<file path="src/rtl/lcdc_pkg.sv">
// Shared constants and helpers for the LCD contrast block.
// Assumes 16-bit mode and duty registers; bit positions are fixed by the
// surrounding register decode.
package lcdc_pkg;

    localparam int REG_W        = 16;
    localparam int MODE_SLOW_BIT = 14;
    localparam int MODE_C2_BIT   = 9;
    localparam int MODE_C1_BIT   = 8;
    localparam int MODE_SPK_BIT  = 6;

    typedef enum logic [1:0] {
        SRC_GPIO = 2'd0,
        SRC_PWM  = 2'd1,
        SRC_SLOW = 2'd2
    } pin_src_e;

    typedef struct packed {
        logic slow_sel;
        logic c2_en;
        logic c1_en;
        logic spk_in_en;
    } pin_mode_t;

    // Pick the level a pin carries for a given source.
    function automatic logic pin_pick(pin_src_e src, logic pwm, logic slow, logic gp);
        logic v;
        unique case (src)
            SRC_PWM:  v = pwm;
            SRC_SLOW: v = slow;
            default:  v = gp;
        endcase
        return v;
    endfunction

endpackage

</file>
<file path="src/rtl/lcdc_period_ctr.sv">
// Free-running period counter shared by all contrast channels.
// Counts 0 .. TICKS-1 and flags the last cycle of each period.
// Assumes TICKS >= 2.
module lcdc_period_ctr #(
    parameter int TICKS = 50000,
    parameter int CW    = $clog2(TICKS)
) (
    input  logic          clk,
    input  logic          rst_n,
    output logic [CW-1:0] cnt_o,
    output logic          wrap_o
);

    localparam logic [CW-1:0] LAST = CW'(TICKS - 1);

    logic [CW-1:0] cnt_q;

    assign wrap_o = (cnt_q == LAST);
    assign cnt_o  = cnt_q;

    // Advance the phase, returning to zero after the last cycle.
    always_ff @(posedge clk) begin
        if (!rst_n)      cnt_q <= '0;
        else if (wrap_o) cnt_q <= '0;
        else             cnt_q <= cnt_q + CW'(1);
    end


    cnt_wrap_chk: assert property (@(posedge clk) disable iff (!rst_n)
        wrap_o |=> (cnt_o == '0));


    cnt_step_chk: assert property (@(posedge clk) disable iff (!rst_n)
        !wrap_o |=> (cnt_o == $past(cnt_o) + CW'(1)));

endmodule

</file>
<file path="src/rtl/lcdc_pwm_chan.sv">
// One contrast PWM channel. Latches its duty at each period boundary and
// drives a registered wave that is high while phase*2^W < duty*TICKS.
// Assumes cnt_i/wrap_i come from the shared period counter.
module lcdc_pwm_chan #(
    parameter int W     = 5,
    parameter int TICKS = 50000,
    parameter int CW    = $clog2(TICKS)
) (
    input  logic          clk,
    input  logic          rst_n,
    input  logic [CW-1:0] cnt_i,
    input  logic          wrap_i,
    input  logic [W-1:0]  duty_i,
    output logic          pwm_o
);

    localparam int PW = CW + W;
    localparam logic [PW-1:0] TICKS_V = PW'(TICKS);

    logic [W-1:0]  duty_q;
    logic [PW-1:0] phase_sc;
    logic [PW-1:0] thresh;
    logic          hi_next;
    logic          pwm_q;

    assign phase_sc = {cnt_i, {W{1'b0}}};
    assign thresh   = PW'(duty_q) * TICKS_V;
    assign hi_next  = (phase_sc < thresh);
    assign pwm_o    = pwm_q;

    // Take a new duty only at the period boundary; register the wave.
    always_ff @(posedge clk) begin
        if (!rst_n) begin
            duty_q <= '0;
            pwm_q  <= 1'b0;
        end else begin
            if (wrap_i) duty_q <= duty_i;
            pwm_q <= hi_next;
        end
    end


    duty_hold_chk: assert property (@(posedge clk) disable iff (!rst_n)
        !wrap_i |=> $stable(duty_q));


    zero_low_chk: assert property (@(posedge clk) disable iff (!rst_n)
        (duty_q == '0) |=> !pwm_o);


    start_high_chk: assert property (@(posedge clk) disable iff (!rst_n)
        (cnt_i == '0 && duty_q != '0) |=> pwm_o);


    last_low_chk: assert property (@(posedge clk) disable iff (!rst_n)
        wrap_i |=> !pwm_o);

endmodule

</file>
<file path="src/rtl/lcdc_pin_sel.sv">
// Pin-function selection for the two shared contrast pins and the speaker
// path. Purely combinational; mode bits are already decoded by the top.
module lcdc_pin_sel
    import lcdc_pkg::*;
(
    input  pin_mode_t mode_i,
    input  logic      pwm1_i,
    input  logic      pwm2_i,
    input  logic      slow_i,
    input  logic [1:0] gpio_i,
    input  logic      spk_ctl_i,
    input  logic      spk_pin_i,
    output logic      pin1_o,
    output logic      pin2_o,
    output logic      spk_o
);

    pin_src_e src1;
    pin_src_e src2;

    // Decide which function owns each pin; slow-down outranks contrast.
    always_comb begin
        if (mode_i.slow_sel)   src2 = SRC_SLOW;
        else if (mode_i.c2_en) src2 = SRC_PWM;
        else                   src2 = SRC_GPIO;
        src1 = (!mode_i.slow_sel && mode_i.c1_en) ? SRC_PWM : SRC_GPIO;
    end

    // Route the chosen sources to the pins and fold in the speaker input.
    always_comb begin
        pin1_o = pin_pick(src1, pwm1_i, 1'b0, gpio_i[0]);
        pin2_o = pin_pick(src2, pwm2_i, slow_i, gpio_i[1]);
        spk_o  = spk_ctl_i ^ (mode_i.spk_in_en & spk_pin_i);
    end

endmodule

</file>
<file path="src/rtl/lcd_contrast_pinmux.sv">
// Top of the LCD contrast block: a shared period counter, two PWM channels
// with packed duty fields of different widths, and the pin-function select.
// Assumes the duty fields sit at the top of the duty register, channel 2
// highest.
module lcd_contrast_pinmux
    import lcdc_pkg::*;
#(
    parameter int CLK_HZ = 50_000_000,
    parameter int PWM_HZ = 1000,
    parameter int C1_W   = 5,
    parameter int C2_W   = 3
) (
    input  logic        clk,
    input  logic        rst_n,
    input  logic [15:0] mode_reg_i,
    input  logic [15:0] duty_reg_i,
    input  logic        slow_req_i,
    input  logic [1:0]  gpio_i,
    input  logic        spk_ctl_i,
    input  logic        spk_pin_i,
    output logic        pin_c1_o,
    output logic        pin_c2_o,
    output logic        spk_o
);

    localparam int TICKS = CLK_HZ / PWM_HZ;
    localparam int CW    = $clog2(TICKS);
    localparam int C2_LO = REG_W - C2_W;
    localparam int C1_LO = C2_LO - C1_W;
    localparam logic [15:0] DUTY_USED = ({16{1'b1}} >> C1_LO) << C1_LO;
    localparam logic [15:0] MODE_USED = (16'd1 << MODE_SLOW_BIT) | (16'd1 << MODE_C2_BIT)
                                      | (16'd1 << MODE_C1_BIT) | (16'd1 << MODE_SPK_BIT);

    logic [CW-1:0] cnt;
    logic          wrap;
    logic [1:0]    pwm;
    pin_mode_t     pmode;
    logic          unused_cfg;

    assign unused_cfg = ^{duty_reg_i & ~DUTY_USED, mode_reg_i & ~MODE_USED};

    // Decode the mode register bits that steer the pins.
    always_comb begin
        pmode.slow_sel  = mode_reg_i[MODE_SLOW_BIT];
        pmode.c2_en     = mode_reg_i[MODE_C2_BIT];
        pmode.c1_en     = mode_reg_i[MODE_C1_BIT];
        pmode.spk_in_en = mode_reg_i[MODE_SPK_BIT];
    end

    lcdc_period_ctr #(.TICKS(TICKS), .CW(CW)) u_period (
        .clk    (clk),
        .rst_n  (rst_n),
        .cnt_o  (cnt),
        .wrap_o (wrap)
    );

    for (genvar g = 0; g < 2; g++) begin : g_chan
        localparam int W  = (g == 0) ? C1_W  : C2_W;
        localparam int LO = (g == 0) ? C1_LO : C2_LO;
        lcdc_pwm_chan #(.W(W), .TICKS(TICKS), .CW(CW)) u_chan (
            .clk    (clk),
            .rst_n  (rst_n),
            .cnt_i  (cnt),
            .wrap_i (wrap),
            .duty_i (duty_reg_i[LO +: W]),
            .pwm_o  (pwm[g])
        );
    end

    lcdc_pin_sel u_sel (
        .mode_i    (pmode),
        .pwm1_i    (pwm[0]),
        .pwm2_i    (pwm[1]),
        .slow_i    (slow_req_i),
        .gpio_i    (gpio_i),
        .spk_ctl_i (spk_ctl_i),
        .spk_pin_i (spk_pin_i),
        .pin1_o    (pin_c1_o),
        .pin2_o    (pin_c2_o),
        .spk_o     (spk_o)
    );


    pin2_slow_chk: assert property (@(posedge clk) disable iff (!rst_n)
        mode_reg_i[MODE_SLOW_BIT] |-> (pin_c2_o == slow_req_i));


    pin2_gpio_chk: assert property (@(posedge clk) disable iff (!rst_n)
        (!mode_reg_i[MODE_SLOW_BIT] && !mode_reg_i[MODE_C2_BIT]) |-> (pin_c2_o == gpio_i[1]));


    pin1_gpio_chk: assert property (@(posedge clk) disable iff (!rst_n)
        mode_reg_i[MODE_SLOW_BIT] |-> (pin_c1_o == gpio_i[0]));


    spk_plain_chk: assert property (@(posedge clk) disable iff (!rst_n)
        !mode_reg_i[MODE_SPK_BIT] |-> (spk_o == spk_ctl_i));

endmodule

</file>
<file path="config.mk">
export PLATFORM = sky130hd
export DESIGN_NAME = lcd_contrast_pinmux
export DESIGN_NICKNAME = d
export VERILOG_FILES = /design/src/rtl/lcdc_pkg.sv /design/src/rtl/lcdc_period_ctr.sv /design/src/rtl/lcdc_pwm_chan.sv /design/src/rtl/lcdc_pin_sel.sv /design/src/rtl/lcd_contrast_pinmux.sv
export SDC_FILE = /design/constraint.sdc
export NUM_CORES = 1
export LEC_CHECK = 0
export BUFFER_PORTS_ARGS = -buffer_cell sky130_fd_sc_hd__buf_2
export CORE_ASPECT_RATIO = 0.5
export CORE_MARGIN = 2
export CORE_UTILIZATION = 40
export DETAILED_ROUTE_END_ITERATION = 8
export PLACE_DENSITY_LB_ADDON = 0.1
export SLEW_MARGIN = 10
export SYNTH_ARGS = -nofsm -noshare
export SYNTH_HDL_FRONTEND = slang
export SYNTH_HIERARCHICAL = 1
export SYNTH_SLANG_ARGS = --single-unit
</file>
<file path="constraint.sdc">
create_clock -name clk -period 4.1 [get_ports clk]
set_input_delay 0.41 -clock clk [delete_from_list [all_inputs] [get_ports clk]]
set_output_delay 0.41 -clock clk [all_outputs]
set_load 0.1 [all_outputs]
</file>
==> impl_results.md <==
- Fillcell total: 685
- Final Max Tran Viols: 0
- Slew headroom: 0.6605
- Total GRT Usage: 0.1695
- Lkg Pwr: 1.496 nW
- MaxCap Viol Count: 0
- Post-Syn Instances: 324
- Grt ovf: 0
- Clk Latency, worst-skew pair: 0.27 ns
- Synthesized-area fraction occupied by and/or/nand/nor cells: 0.2095
- Area of the multi-input gates: 0.002271 mm2
- Post-Syn Area per Cell: 8.994 um2
- Placer Congestion: 0.8859
- Share of cells above drive strength 1: 0.1437
- RSZ-0062 raised after global routing: false
- Power Total: 0.5680 mW
- Worst min path class: primary input to flip-flop
- Post-Syn Nets: 432
- Yosys reg bits: 26
- Dominant cell type by area after synthesis: ha_1
- 1st-iter DRT viols: 117
- CTS buffer count: 3
- Antenna viol nets, final: 0
- Clock-pin slew on the worst setup and hold paths: 0.07 ns
- Sequential area share after synthesis: 0.1786
- Final nets: 457
- Worst path slowest cell: dfxtp_1
- DRC errors left: 0
- Die height: 64.36 um
- Xor/xnor cell area share of the yosys netlist: 0.1022
- Largest net degree at the start of global routing: 15
- Crit. End Element: flip-flop
- Compound-Gate Fraction of Synth Area: 0.1322
- Peak supply drop: 0.1271 mV
- CTS Buffer Depth: 2
- Main area contributors after synthesis: ha_1 (29%), dfxtp_1 (18%), xnor2_1 (6.0%)
- DRT Pass-1 Iters: 4
- Cell variety after synth: 54
- Slowest stage delay, CP: 0.46 ns
- Critical Path RT: 4.28 ns
- Synth Flop Type: dfxtp_1
- Routed vias/inst: 5.355
- FP Rows: 21
- Cell mode on critical path: ha_1
- Top-area cell type share of the netlist area: 0.2920
- CP max FO: 6
- Critical path's top delay family: compound AO/OA/AOI/OAI gates
- Least-Margin Pin Slew: 0.5086 ns
- Fmax: 258.7 MHz
- TritonCTS clock tree: done
- Tmin final: 3.865 ns
- PortBufs: 21
- Wirelength, routed: 6171 um
- Layout Skew: 0.005304 ns
- Initial Utilization: 0.4249
- Post-synthesis cell area: 0.002914 mm2
- Hold Slack: 0.3925 ns
- Post-synth EDFFs: 0
- Routed via count: 2356
- Crit-path cells: ha_1 -> xor2_1 -> ha_1 -> ha_1 -> ha_1 -> a211oi_1 -> o21ai_0 -> a21oi_1 -> o21bai_1 -> xnor2_1 -> ha_1 -> nor2b_1 -> o21ai_0 -> o2111ai_1 -> a21oi_1
- Run status: finished, final reports clean
- IO Pins: 42
- PD cells: 176.6 mW/mm2
- Clock Sinks: 26
- Die width: 124.7 um
- Commonest cells after routing, fill and taps aside: ha_1 (68), inv_1 (29), dfxtp_1 (26)
- Synth warn: 6
- Final setup TNS: 0 ns
- Routed len/inst: 14.03 um
- Area growth syn-to-layout: 10.39%
- Hold Vio Cnt, Final: 0
- Setup-failing EPs final: 0
- N_diodes: 0
- WP data arrival: 4.04 ns
- Crit start category: flip-flop
- Reg area: 520.5 um2
- CP Buf/Inv Count: 0
- Initial antenna violation count: 0
- Area of the core: 0.006858 mm2
- Clk root buf: clkbuf_16
- H-tree depth: 1
- Detailed Place HPWL: 5081 um
- Die Area: 0.008025 mm2
- Adder-cell share of the synthesized area: 0.2988
- Post-synth ARST share: 0
- WS Path Type: flip-flop to flip-flop
- Most common cell after layout, fill and taps aside: ha_1
- Post-synthesis mux area share: 0.03607
- Final cycle utilization of the critical path: 0.9427
- Largest family of logic cells by synthesized area: adder cells
- Global-route wire length before repair: 11050 um
- Vias in the first global route: 2381
## path summary, 6_finish.rpt
path,start,slack [ns],endpoint,depth (start not counted)
hold / removal,duty_reg_i[15],0.39,g_chan[1].u_chan/duty_q[2],3
setup reg to reg,g_chan[0].u_chan/duty_q[2],0.23,g_chan[0].u_chan/pwm_o,15
hold reg to reg,u_period/cnt_o[0],0.52,u_period/cnt_o[0],1
setup / recovery,g_chan[0].u_chan/duty_q[2],0.23,g_chan[0].u_chan/pwm_o,15
## registers in the layout (all words and copies together), names as in the netlist
signal                count
u_period/cnt_o           16
g_chan.u_chan/duty_q      8
g_chan.u_chan/pwm_o       2
## synth_stat cells, types with 3 or more instances
| master | number |
|---|---|
| ha_1 | 68 |
| inv_1 | 29 |
| dfxtp_1 | 26 |
| nor2_1 | 25 |
| xnor2_1 | 20 |
| a21oi_1 | 17 |
| nand2_1 | 16 |
| xor2_1 | 14 |
| mux2i_1 | 9 |
| nor2b_1 | 9 |
| nand3_1 | 7 |
| nor3_1 | 7 |
| o21ai_0 | 7 |
| a21o_1 | 5 |
| nand4_1 | 5 |
| a31oi_1 | 4 |
| and3_1 | 4 |
| nor4_2 | 4 |
| nand2b_1 | 3 |
## layer usage
| metal | global-route usage | vias up | part of all wire |
|---|---|---|---|
| met1 | 0.2248 | 1102 | 0.51 |
| met5 | 0 | - | 0 |
| met4 | 0.03511 | 0 | 0.0088 |
| met2 | 0.2896 | 32 | 0.44 |
| met3 | 0.03183 | 5 | 0.033 |
| li1 | - | 1217 | - |
## tightest hold or removal path: cells and delay by family
kind	cells	cell delay [ns]
buffers and inverters	1	0.07
multiplexers	1	0.05
AND/OR/NAND/NOR	1	0.09
## repair_timing
| item | CTS | global route |
|---|---|---|
| endpoints found under the hold margin | 0 | 0 |
| hold buffers | 0 | 0 |
| setup endpoints to repair | 0 | 1 |
| resized for setup | 0 | 1 |
| buffers inserted | 0 | 0 |
## logic make-up after synthesis
family | after synthesis
AND/OR/NAND/NOR | 100
adder cells (fa/ha/maj) | 69
AO/OA/AOI/OAI | 54
XOR/XNOR | 34
buffers and inverters | 31
flip-flops | 26
multiplexers | 10
## final cells by class
cell class,count,share of cell area
sequential,26,0.1618
clock buffer,4,0.02762
multi-input combinational,267,0.7060
tap,92,0.03578
inverter,29,0.03384
timing repair buffer,22,0.03501
## per-stage QoR
| step | util | instances | setup slack, ns | area, um2 |
|---|---|---|---|---|
| final | 0.4691 | 440 | 0.2350 | 3217 |
| after global routing | 0.4691 | 440 | 0.01068 | 3217 |
| after CTS | 0.4689 | 440 | 0.2827 | 3216 |
| after detailed placement | 0.4559 | 436 | 0.3333 | 3127 |
| after global placement | 0.4559 | 436 | 0.3188 | 3127 |
| after floorplan | - | 324 | 0.7919 | 2914 |
## where the power goes
| part | internal, mW | total (mW) | switching (mW) |
|---|---|---|---|
| Clock | 0.150 | 0.249 | 0.0989 |
| Sequential | 0.256 | 0.261 | 0.00506 |
| Combinational | 0.0208 | 0.0577 | 0.0369 |
| Total | 0.427 | 0.568 | 0.141 |
Power figures use the tool's default switching activity.
